==> config.mk <==
export PLATFORM = sky130hd
export DESIGN_NAME = perf_mon
export DESIGN_NICKNAME = d
export VERILOG_FILES = /design/src/rtl/perf_mon.sv
export SDC_FILE = /design/constraint.sdc
export NUM_CORES = 1
export LEC_CHECK = 0
export BUFFER_PORTS_ARGS = -buffer_cell sky130_fd_sc_hd__buf_2
export CAP_MARGIN = 20
export CELL_PAD_IN_SITES_DETAIL_PLACEMENT = 1
export CELL_PAD_IN_SITES_GLOBAL_PLACEMENT = 2
export CORE_ASPECT_RATIO = 1.5
export CORE_MARGIN = 10
export CORE_UTILIZATION = 42
export CTS_CLUSTER_DIAMETER = 40
export DETAILED_ROUTE_END_ITERATION = 10
export GPL_ROUTABILITY_DRIVEN = 0
export GPL_TIMING_DRIVEN = 0
export PLACE_DENSITY = 0.9
export REMOVE_ABC_BUFFERS = 1
export SETUP_SLACK_MARGIN = 0.5
export SLEW_MARGIN = 20
export SYNTH_ARGS = -nofsm -noshare
export SYNTH_HDL_FRONTEND = slang
export SYNTH_SLANG_ARGS = --single-unit
==> constraint.sdc <==
create_clock -name clk -period 10 [get_ports clk]
set_clock_uncertainty 0.2 [all_clocks]
set_input_delay 1.5 -clock clk [delete_from_list [all_inputs] [get_ports clk]]
set_output_delay 1.5 -clock clk [all_outputs]
set_load 0.03 [all_outputs]
==> src/rtl/perf_mon.sv <==
module perf_mon #(
  parameter int NUM_CNT   = 4,
  parameter int CNT_W     = 32,
  parameter int CYC_W     = 48,
  parameter int NUM_EVT   = 16,
  parameter int EVT_NUM_W = 10,
  parameter int ADDR_W    = 12
) (
  input  logic              clk,
  input  logic              rst_n,
  input  logic              wr_en,
  input  logic              rd_en,
  input  logic [ADDR_W-1:0] addr,
  input  logic [31:0]       wdata,
  output logic [31:0]       rdata,
  input  logic [NUM_EVT-1:0] evt_in,
  output logic              irq
);
  localparam int A_CTRL = 'h180, A_ENSET = 'h184, A_ENCLR = 'h188;
  localparam int A_OVSET = 'h18C, A_OVCLR = 'h190, A_IESET = 'h194, A_IECLR = 'h198;
  localparam int A_CYLO = 'h1A0, A_CYHI = 'h1A4, A_CYCFG = 'h1A8, A_SWINC = 'h1AC;
  localparam int A_CNT = 'h300, A_TYPE = 'h380;
  localparam int HI_W = CYC_W - 32;
  localparam logic [31:0] MASK = 32'h8000_0000 | ((32'h1 << NUM_CNT) - 32'h1);

  logic glob_en, run;
  logic [31:0] en, ovf, ie;
  logic [CNT_W-1:0] cnt [NUM_CNT];
  logic [EVT_NUM_W-1:0] etype [NUM_CNT];
  logic [EVT_NUM_W-1:0] cfg_start, cfg_stop;
  logic [CYC_W-1:0] cyc;
  logic [NUM_CNT-1:0] bump, wrap_evt;
  logic cyc_bump, cyc_wrap, cyc_load;

  function automatic logic hit(input logic [EVT_NUM_W-1:0] n, input logic [NUM_EVT-1:0] e);
    int idx;
    idx = int'(n) - 1;
    if (idx < 0 || idx >= NUM_EVT) return 1'b0;
    return e[idx];
  endfunction

  function automatic logic wr_at(input int a);
    return wr_en && (addr == ADDR_W'(a));
  endfunction

  logic [31:0] sw, ovf_hit;
  logic clr_evt, clr_cyc;
  assign sw      = wr_at(A_SWINC) ? (wdata & MASK) : '0;
  assign clr_evt = wr_at(A_CTRL) & wdata[1];
  assign clr_cyc = wr_at(A_CTRL) & wdata[2];
  assign ovf_hit = {cyc_wrap, {(31-NUM_CNT){1'b0}}, wrap_evt};

  for (genvar k = 0; k < NUM_CNT; k++) begin : g_cnt
    logic load;
    assign load        = wr_at(A_CNT + 4*k);
    assign bump[k]     = glob_en & en[k] & (hit(etype[k], evt_in) | sw[k]);
    assign wrap_evt[k] = bump[k] & ~load & ~clr_evt & (&cnt[k]);

    always_ff @(posedge clk or negedge rst_n)
      if (!rst_n)       cnt[k] <= '0;
      else if (load)    cnt[k] <= wdata[CNT_W-1:0];
      else if (clr_evt) cnt[k] <= '0;
      else if (bump[k]) cnt[k] <= cnt[k] + 1'b1;

    always_ff @(posedge clk or negedge rst_n)
      if (!rst_n)                    etype[k] <= '0;
      else if (wr_at(A_TYPE + 4*k))  etype[k] <= wdata[EVT_NUM_W-1:0];


    cnt_hold_chk: assert property (@(posedge clk) disable iff (!rst_n)
      (!$past(glob_en) && !$past(wr_en)) |-> $stable(cnt[k]));
  end

  assign cyc_load = wr_at(A_CYLO) | wr_at(A_CYHI) | clr_cyc;
  assign cyc_bump = glob_en & en[31] & ((cfg_start == '0) | run | sw[31]);
  assign cyc_wrap = cyc_bump & ~cyc_load & (&cyc);

  always_ff @(posedge clk or negedge rst_n)
    if (!rst_n)              cyc <= '0;
    else if (wr_at(A_CYLO))  cyc <= {cyc[CYC_W-1:32], wdata};
    else if (wr_at(A_CYHI))  cyc <= {wdata[HI_W-1:0], cyc[31:0]};
    else if (clr_cyc)        cyc <= '0;
    else if (cyc_bump)       cyc <= cyc + 1'b1;

  always_ff @(posedge clk or negedge rst_n)
    if (!rst_n)                     run <= 1'b0;
    else if (hit(cfg_stop, evt_in)) run <= 1'b0;
    else if (hit(cfg_start, evt_in)) run <= 1'b1;

  always_ff @(posedge clk or negedge rst_n)
    if (!rst_n) begin
      glob_en <= 1'b0; en <= '0; ovf <= '0; ie <= '0;
      cfg_start <= '0; cfg_stop <= '0;
    end else begin
      if (wr_at(A_CTRL)) glob_en <= wdata[0];
      if (wr_at(A_ENSET)) en <= en | (wdata & MASK);
      if (wr_at(A_ENCLR)) en <= en & ~(wdata & MASK);
      if (wr_at(A_IESET)) ie <= ie | (wdata & MASK);
      if (wr_at(A_IECLR)) ie <= ie & ~(wdata & MASK);
      ovf <= (ovf & ~(wr_at(A_OVCLR) ? wdata : 32'h0))
             | (wr_at(A_OVSET) ? (wdata & MASK) : 32'h0) | ovf_hit;
      if (wr_at(A_CYCFG)) begin
        cfg_start <= wdata[EVT_NUM_W-1:0];
        cfg_stop  <= wdata[16 +: EVT_NUM_W];
      end
    end

  logic [31:0] rd_mux;
  always_comb begin
    rd_mux = '0;
    case (int'(addr))
      A_CTRL:           rd_mux = {16'h0, 5'(NUM_CNT), 10'h0, glob_en};
      A_ENSET, A_ENCLR: rd_mux = en;
      A_OVSET:          rd_mux = ovf;
      A_IESET:          rd_mux = ie;
      A_CYLO:           rd_mux = cyc[31:0];
      A_CYHI:           rd_mux = 32'(cyc[CYC_W-1:32]);
      A_CYCFG:          rd_mux = {6'h0, cfg_stop, 6'h0, cfg_start};
      default:          rd_mux = '0;
    endcase
    for (int k = 0; k < NUM_CNT; k++) begin
      if (int'(addr) == A_CNT + 4*k)  rd_mux = 32'(cnt[k]);
      if (int'(addr) == A_TYPE + 4*k) rd_mux = 32'(etype[k]);
    end
  end

  always_ff @(posedge clk or negedge rst_n)
    if (!rst_n)     rdata <= '0;
    else if (rd_en) rdata <= rd_mux;

  assign irq = |(ovf & ie);


  irq_drop_chk: assert property (@(posedge clk) disable iff (!rst_n)
    $fell(irq) |-> $past(wr_at(A_OVCLR) || wr_at(A_IECLR)));

  ovf_sticky_chk: assert property (@(posedge clk) disable iff (!rst_n)
    (|($past(ovf) & ~ovf)) |-> $past(wr_at(A_OVCLR)));

  en_hold_chk: assert property (@(posedge clk) disable iff (!rst_n)
    !$past(wr_at(A_ENSET) || wr_at(A_ENCLR)) |-> $stable(en));

  cyc_step_chk: assert property (@(posedge clk) disable iff (!rst_n)
    ($past(glob_en && en[31] && cfg_start == '0) && !$past(wr_en))
      |-> cyc == $past(cyc) + 1'b1);
endmodule

* Word-level counts from Yosys, hierarchy flattened
Cells that the tools add are included.
Widths: inputs -> output; s select.
** Cells by class
- Reductions and logical operators :: 44
- Muxes and demuxes :: 72
- Equal/unequal tests :: 28
- Order comparisons :: 18
- Bitwise gates (word level) :: 51
- Add/subtract/negate cells :: 11
** Operator list (number)
- $mux 32 :: 28
- $pmux 32 s7 :: 1
- $mux 48 :: 3
- $eq 12x9->1 const B :: 11
- $add 32x1->32 const B :: 4
- $and 32x32->32 :: 4
- $or 32x32->32 :: 4
- $reduce_and 32->1 :: 4
- $eq 12x10->1 const B :: 8
- $eq 12x11->1 const B :: 8
- $ge 11x6->1 const B :: 6
- $lt 11x1->1 const B :: 6
- $lt 11x6->1 const B :: 6
- $sub 10x1->11 const B :: 6
- $not 32->32 :: 2
- $add 48x1->48 const B :: 1
- $reduce_and 48->1 :: 1
- $mux 1 :: 34
- $reduce_or 32->1 :: 1
- $and 1x1->1 :: 26
- $bmux 1 s4 :: 6
- $logic_and 1x1->1 :: 19
- $reduce_bool 3->1 :: 6
- $logic_not 10->1 :: 1
- other kinds (7) :: 28
** Storage, ports and cells
- Bits of input ports :: 64
- Output and inout bits :: 33
- Register bits :: 366

* Longest topological paths before layout
- Depth in word-level cells :: 11
- Depth in mapped cells :: 14
- Gate-level depth less buffers :: 10

* Worst setup path after synthesis
Ideal clock, no wire load.
- Path type :: in2reg
- Start point :: in addr[3]
- End point :: reg cyc[2]
- Setup slack :: 6.254 ns
- Stages on the path :: 11
- Arrival time :: 3.420 ns
- Path buffers :: 4
- Required time :: 9.674 ns
- Cell sequence :: buf_2 nor4_4 and4_1 buf_2 a21o_1 buf_4 nor2_2 nand2_1 buf_2 nor2_1 a221o_1
** On the way
- Longest elaborated chain between the ends :: 7
** Ends and longest elaborated chain
- start, declared :: RTL line 13 : input logic [ADDR_W-1:0] addr,
- $eq 12x9->1 :: RTL line 43 : return wr_en && (addr == ADDR_W'(a));
- $logic_and 1x1->1 :: RTL line 43
- $mux 32 :: RTL line 48 : assign sw = wr_at(A_SWINC) ? (wdata & MASK) : '0;
- $or 1x1->1 :: RTL line 75 : assign cyc_bump = glob_en & en[31] & ((cfg_start == '0) | run | sw[31]);
- $and 1x1->1 :: RTL line 75
- $reduce_bool 3->1 (no line)
- $reduce_and 2->1 (no line)
- end signal, assigned :: RTL line 80 : else if (wr_at(A_CYLO)) cyc <= {cyc[CYC_W-1:32], wdata};
- end signal, assigned :: RTL line 81 : else if (wr_at(A_CYHI)) cyc <= {wdata[HI_W-1:0], cyc[31:0]};
- end signal, assigned :: RTL line 83 : else if (cyc_bump) cyc <= cyc + 1'b1;
- end, declared :: RTL line 31 : logic [CYC_W-1:0] cyc;
Several ways; a longest one is shown, not always the timed one. The select of a mux whose other input is x is not followed.
A chain may end at the register's enable or synchronous reset.

* Worst setup path in the final report
- Start point :: in addr[2]
- End point :: reg cnt[79] (netlist bit)
** On the way
- Longest elaborated chain between the ends :: 6
** Ends and longest elaborated chain
- $eq 12x9->1 :: RTL line 43
- $logic_and 1x1->1 :: RTL line 43
- $mux 32 :: RTL line 48
- $or 1x1->1 :: RTL line 56 : assign bump[k] = glob_en & en[k] & (hit(etype[k], evt_in) | sw[k]);
- $and 1x1->1 :: RTL line 56
- $reduce_bool 3->1 (no line)
- end signal, assigned by index :: RTL line 61 : else if (load) cnt[k] <= wdata[CNT_W-1:0];
- end signal, assigned by index :: RTL line 63 : else if (bump[k]) cnt[k] <= cnt[k] + 1'b1;
- end, declared :: RTL line 28 : logic [CNT_W-1:0] cnt [NUM_CNT];
Several ways; a longest one is shown, not always the timed one.

==> flow_summary.ini <==
[yosys]
yosysWarningCount = 0
synth_area_um2 = 19400
synthCells = 2193
yosys.cell_types.count = 94
async_flop_share = 1.00
ys_seq_area_frac = 0.403
ys_ff_latch = 312
synth_ff_type = dfrtp_1
synth.avg_cell_area_um2 = 8.84
synth_edf_count = 0

[global_routing]
grt_pass1_wl_um = 128000
antenna_found_initial = 0
grt_start_max_net_pins = 93
track_usage = 0.296
grt_pass1_vias = 20100
overflow = 0

[sta]
setup_viol = 0
grt_setup_unrepaired = false
holdWs_ns = 0.307
period_needed_ns = 5.14
maxSlewHeadroom = 0.237
finalCritPeriodShare = 0.514
fmax_ghz = 0.195
tightest_slew_ns = 1.14
hold_viol_final = 0
report.final.slew_viol_count = 0

[cells_and_area]
final_nets = 2296
fillers = 5321
antennaDiodeCount = 0
finalInstanceArea_um2 = 22000
syn_to_final_growth_pct = 13.3
drive_gt1_frac = 0.159
fin_cells = 2840

[cts]
cts.sink_count = 312
numCtsBuffers = 41
htree_levels = 2
cts_buffer_depth = 3
cts_root_buf = clkbuf_16
cts_resized = 0
holdBufCountCts = 0
cts_tree = done
path_clk_slew_ns = 0.06
clk_latency_ns = 0.57
cts_setup_buffers = 0

[run_status]
status = completed

[power]
switchingPower_uw = 762
power_frac_seq = 0.423
p_int_uw = 2280
comb_power_share = 0.051
switching_share = 0.250
cellLeakagePower_uw = 0.00888
powerDensity_nw_per_um2 = 139
vdd_drop_max_mv = 0.115
pwr-share-clk = 0.525

[floorplanning]
fp-row-count = 96
core_area_um2 = 45600
initial_utilization = 0.425
die-width_um = 195
die-area_um2 = 55300
die_h_um = 283
io_pins = 97

[drt]
vias = 19400
route.detailed.drc = 0
dr_wl_met3_um = 5050
drt_iter0_markers = 1793
vias_per_cell = 6.82
firstDrtPassIters = 8
wl_per_cell_um = 29.8
drtAntennaViolNets = 0
wl_met2_um = 41000
top_layer = met4
wl_met1_um = 30800
wl_um = 84700

[critical_path]
path_delay_family = simple AND/OR/NAND/NOR gates
critPathArrivalTime_ns = 5.40
max_stage_delay_ns = 0.83
worst_setup_path_start_kind = input pin
crit_slowest_cell = and2_1
path_cells = buf_2, nor4_4, and4_1, and2_1, nor2_2, nand2b_1, a21oi_1, nor3_1
crit_type = in -> reg
path_max_fanout = 19
path_buf_inv = 1
required_ns = 10.26
critPathCaptureType = flip-flop

[worst_hold_path]
hold_class = reg -> reg

[placed_design]
postPlaceCellArea_um2 = 20500
place_hpwl_um = 62000
dpl.cell_count = 2766
numPortBuffers = 96

[flow_run]
maxCapViolCount = 0
-- final timing paths --
path	startpoint	to	slack (ns)	cells past startpoint
setup / recovery	addr[2]	cnt[79]$_DFFE_PN0P_	4.86	8
hold / removal	rdata[8]$_DFFE_PN0P_	rdata[8]$_DFFE_PN0P_	0.31	2
setup reg to reg	etype[30]$_DFFE_PN0P_	cnt[108]$_DFFE_PN0P_	5.70	11
hold reg to reg	rdata[8]$_DFFE_PN0P_	rdata[8]$_DFFE_PN0P_	0.31	2
max in group asynchronous	rst_n	rdata[4]$_DFFE_PN0P_	7.24	4
min in group asynchronous	rst_n	cnt[87]$_DFFE_PN0P_	0.67	1
-- worst min-delay path: cells and delay by family, from the launching register on --
family           cells  cell delay (ns)
AO/OA/AOI/OAI        1             0.06
flip-flops           1             0.35
AND/OR/NAND/NOR      1             0.06
-- synthesized netlist by cell type, types with 10 or more instances --
cell	number	area share
mux2_2	75	0.044
a22oi_1	73	0.028
dfrtp_1	312	0.40
nand2b_1	10	0.0032
a22o_1	16	0.0072
inv_1	45	0.0087
nand3_1	93	0.024
and4_1	12	0.0054
a31oi_1	27	0.0087
nand2_1	316	0.061
nand4_1	34	0.011
o31ai_1	21	0.0081
or3_1	10	0.0032
o22ai_1	14	0.0045
nor2b_1	12	0.0039
xor2_1	33	0.015
a221oi_1	20	0.0090
nor3b_1	10	0.0039
o21ai_1	11	0.0028
a222oi_1	17	0.0088
and2_1	16	0.0052
mux2i_1	13	0.0067
clkbuf_1	82	0.016
ha_1	11	0.0071
nor4_1	22	0.0071
o21ai_0	187	0.048
xnor2_1	48	0.022
mux4_2	26	0.030
a21oi_1	166	0.043
and3_1	34	0.011
nor2_1	148	0.029
a21boi_0	27	0.010
a221o_1	16	0.0083
nor3_1	37	0.0096
buf_2	37	0.0096
nand3b_1	11	0.0043
-- logic make-up (layout without fill, tap and decap cells) --
| logic type | Yosys count | count (layout) | share of synthesized area |
|---|---|---|---|
| flops | 312 | 312 | 0.403 |
| buf+inv | 183 | 242 | 0.0402 |
| fa+ha+maj | 11 | 11 | 0.00710 |
| xor+xnor | 81 | 81 | 0.0366 |
| simple gates | 813 | 813 | 0.207 |
| compound gates | 679 | 679 | 0.226 |
| mux | 114 | 114 | 0.0805 |
-- sequential cells by signal, indices dropped and copies added, names as in the netlist, named ones only --
signal and flops:
cnt 128, cyc 48, etype 40, ovf 32, rdata 32, cfg_start 10
cfg_stop 10, glob_en 1, run 1
-- metrics by stage --
stage	TNS, ns	setup slack, ns	util	power (µW)
3_3_place_gp	-1.29	-0.157	0.438	1450
2_1_floorplan	0	3.97	-	1350
4_1_cts	0	4.95	0.481	3060
3_5_place_dp	0	4.39	0.449	1460
5_1_grt	0	4.74	0.481	3120
6_report	0	4.86	0.481	3040
-- power groups by stage --
stage	sequential, µW	clock, µW	combinational (µW)
2_1_floorplan	1310	0	39.3
3_3_place_gp	1310	0	143
3_5_place_dp	1310	0	153
4_1_cts	1290	1610	154
5_1_grt	1290	1670	164
6_report	1290	1600	156
-- cells in the final DEF (no fill, tap or decap), types with 13 or more instances in the layout --
cell and n:
a22o_1 16, o31ai_1 21, buf_2 97, mux4_2 26, a21oi_1 166, a22oi_1 73, o21ai_0 187, nor2_1 140
o22ai_1 13, xor2_1 33, nor4_1 21, nand2_1 315, clkbuf_16 43, xnor2_1 48, a221o_1 16, mux2i_1 13
a21boi_0 27, nand3_1 93, and2_1 16, a222oi_1 17, dfrtp_1 312, inv_1 45, mux2_2 75, a31oi_1 27
and3_1 33, nand4_1 34, a221oi_1 20, nor3_1 34
-- per-layer routing --
layer	global-route usage	vias up
li1	-	8225
met1	0.335	9926
met2	0.494	911
met3	0.0365	309
met4	0.236	0
met5	0	-
-- layout make-up --
cell class	instances	area (µm²)	area share
clock buffers	51	1140	0.0517
clock inverters	23	309	0.0141
inverters	45	169	0.00769
multi-input cells	1698	10900	0.497
flip-flops and latches	312	7810	0.356
well taps	588	736	0.0335
repair buffers	123	898	0.0409
No activity file was read; power rests on OpenSTA's default activity.
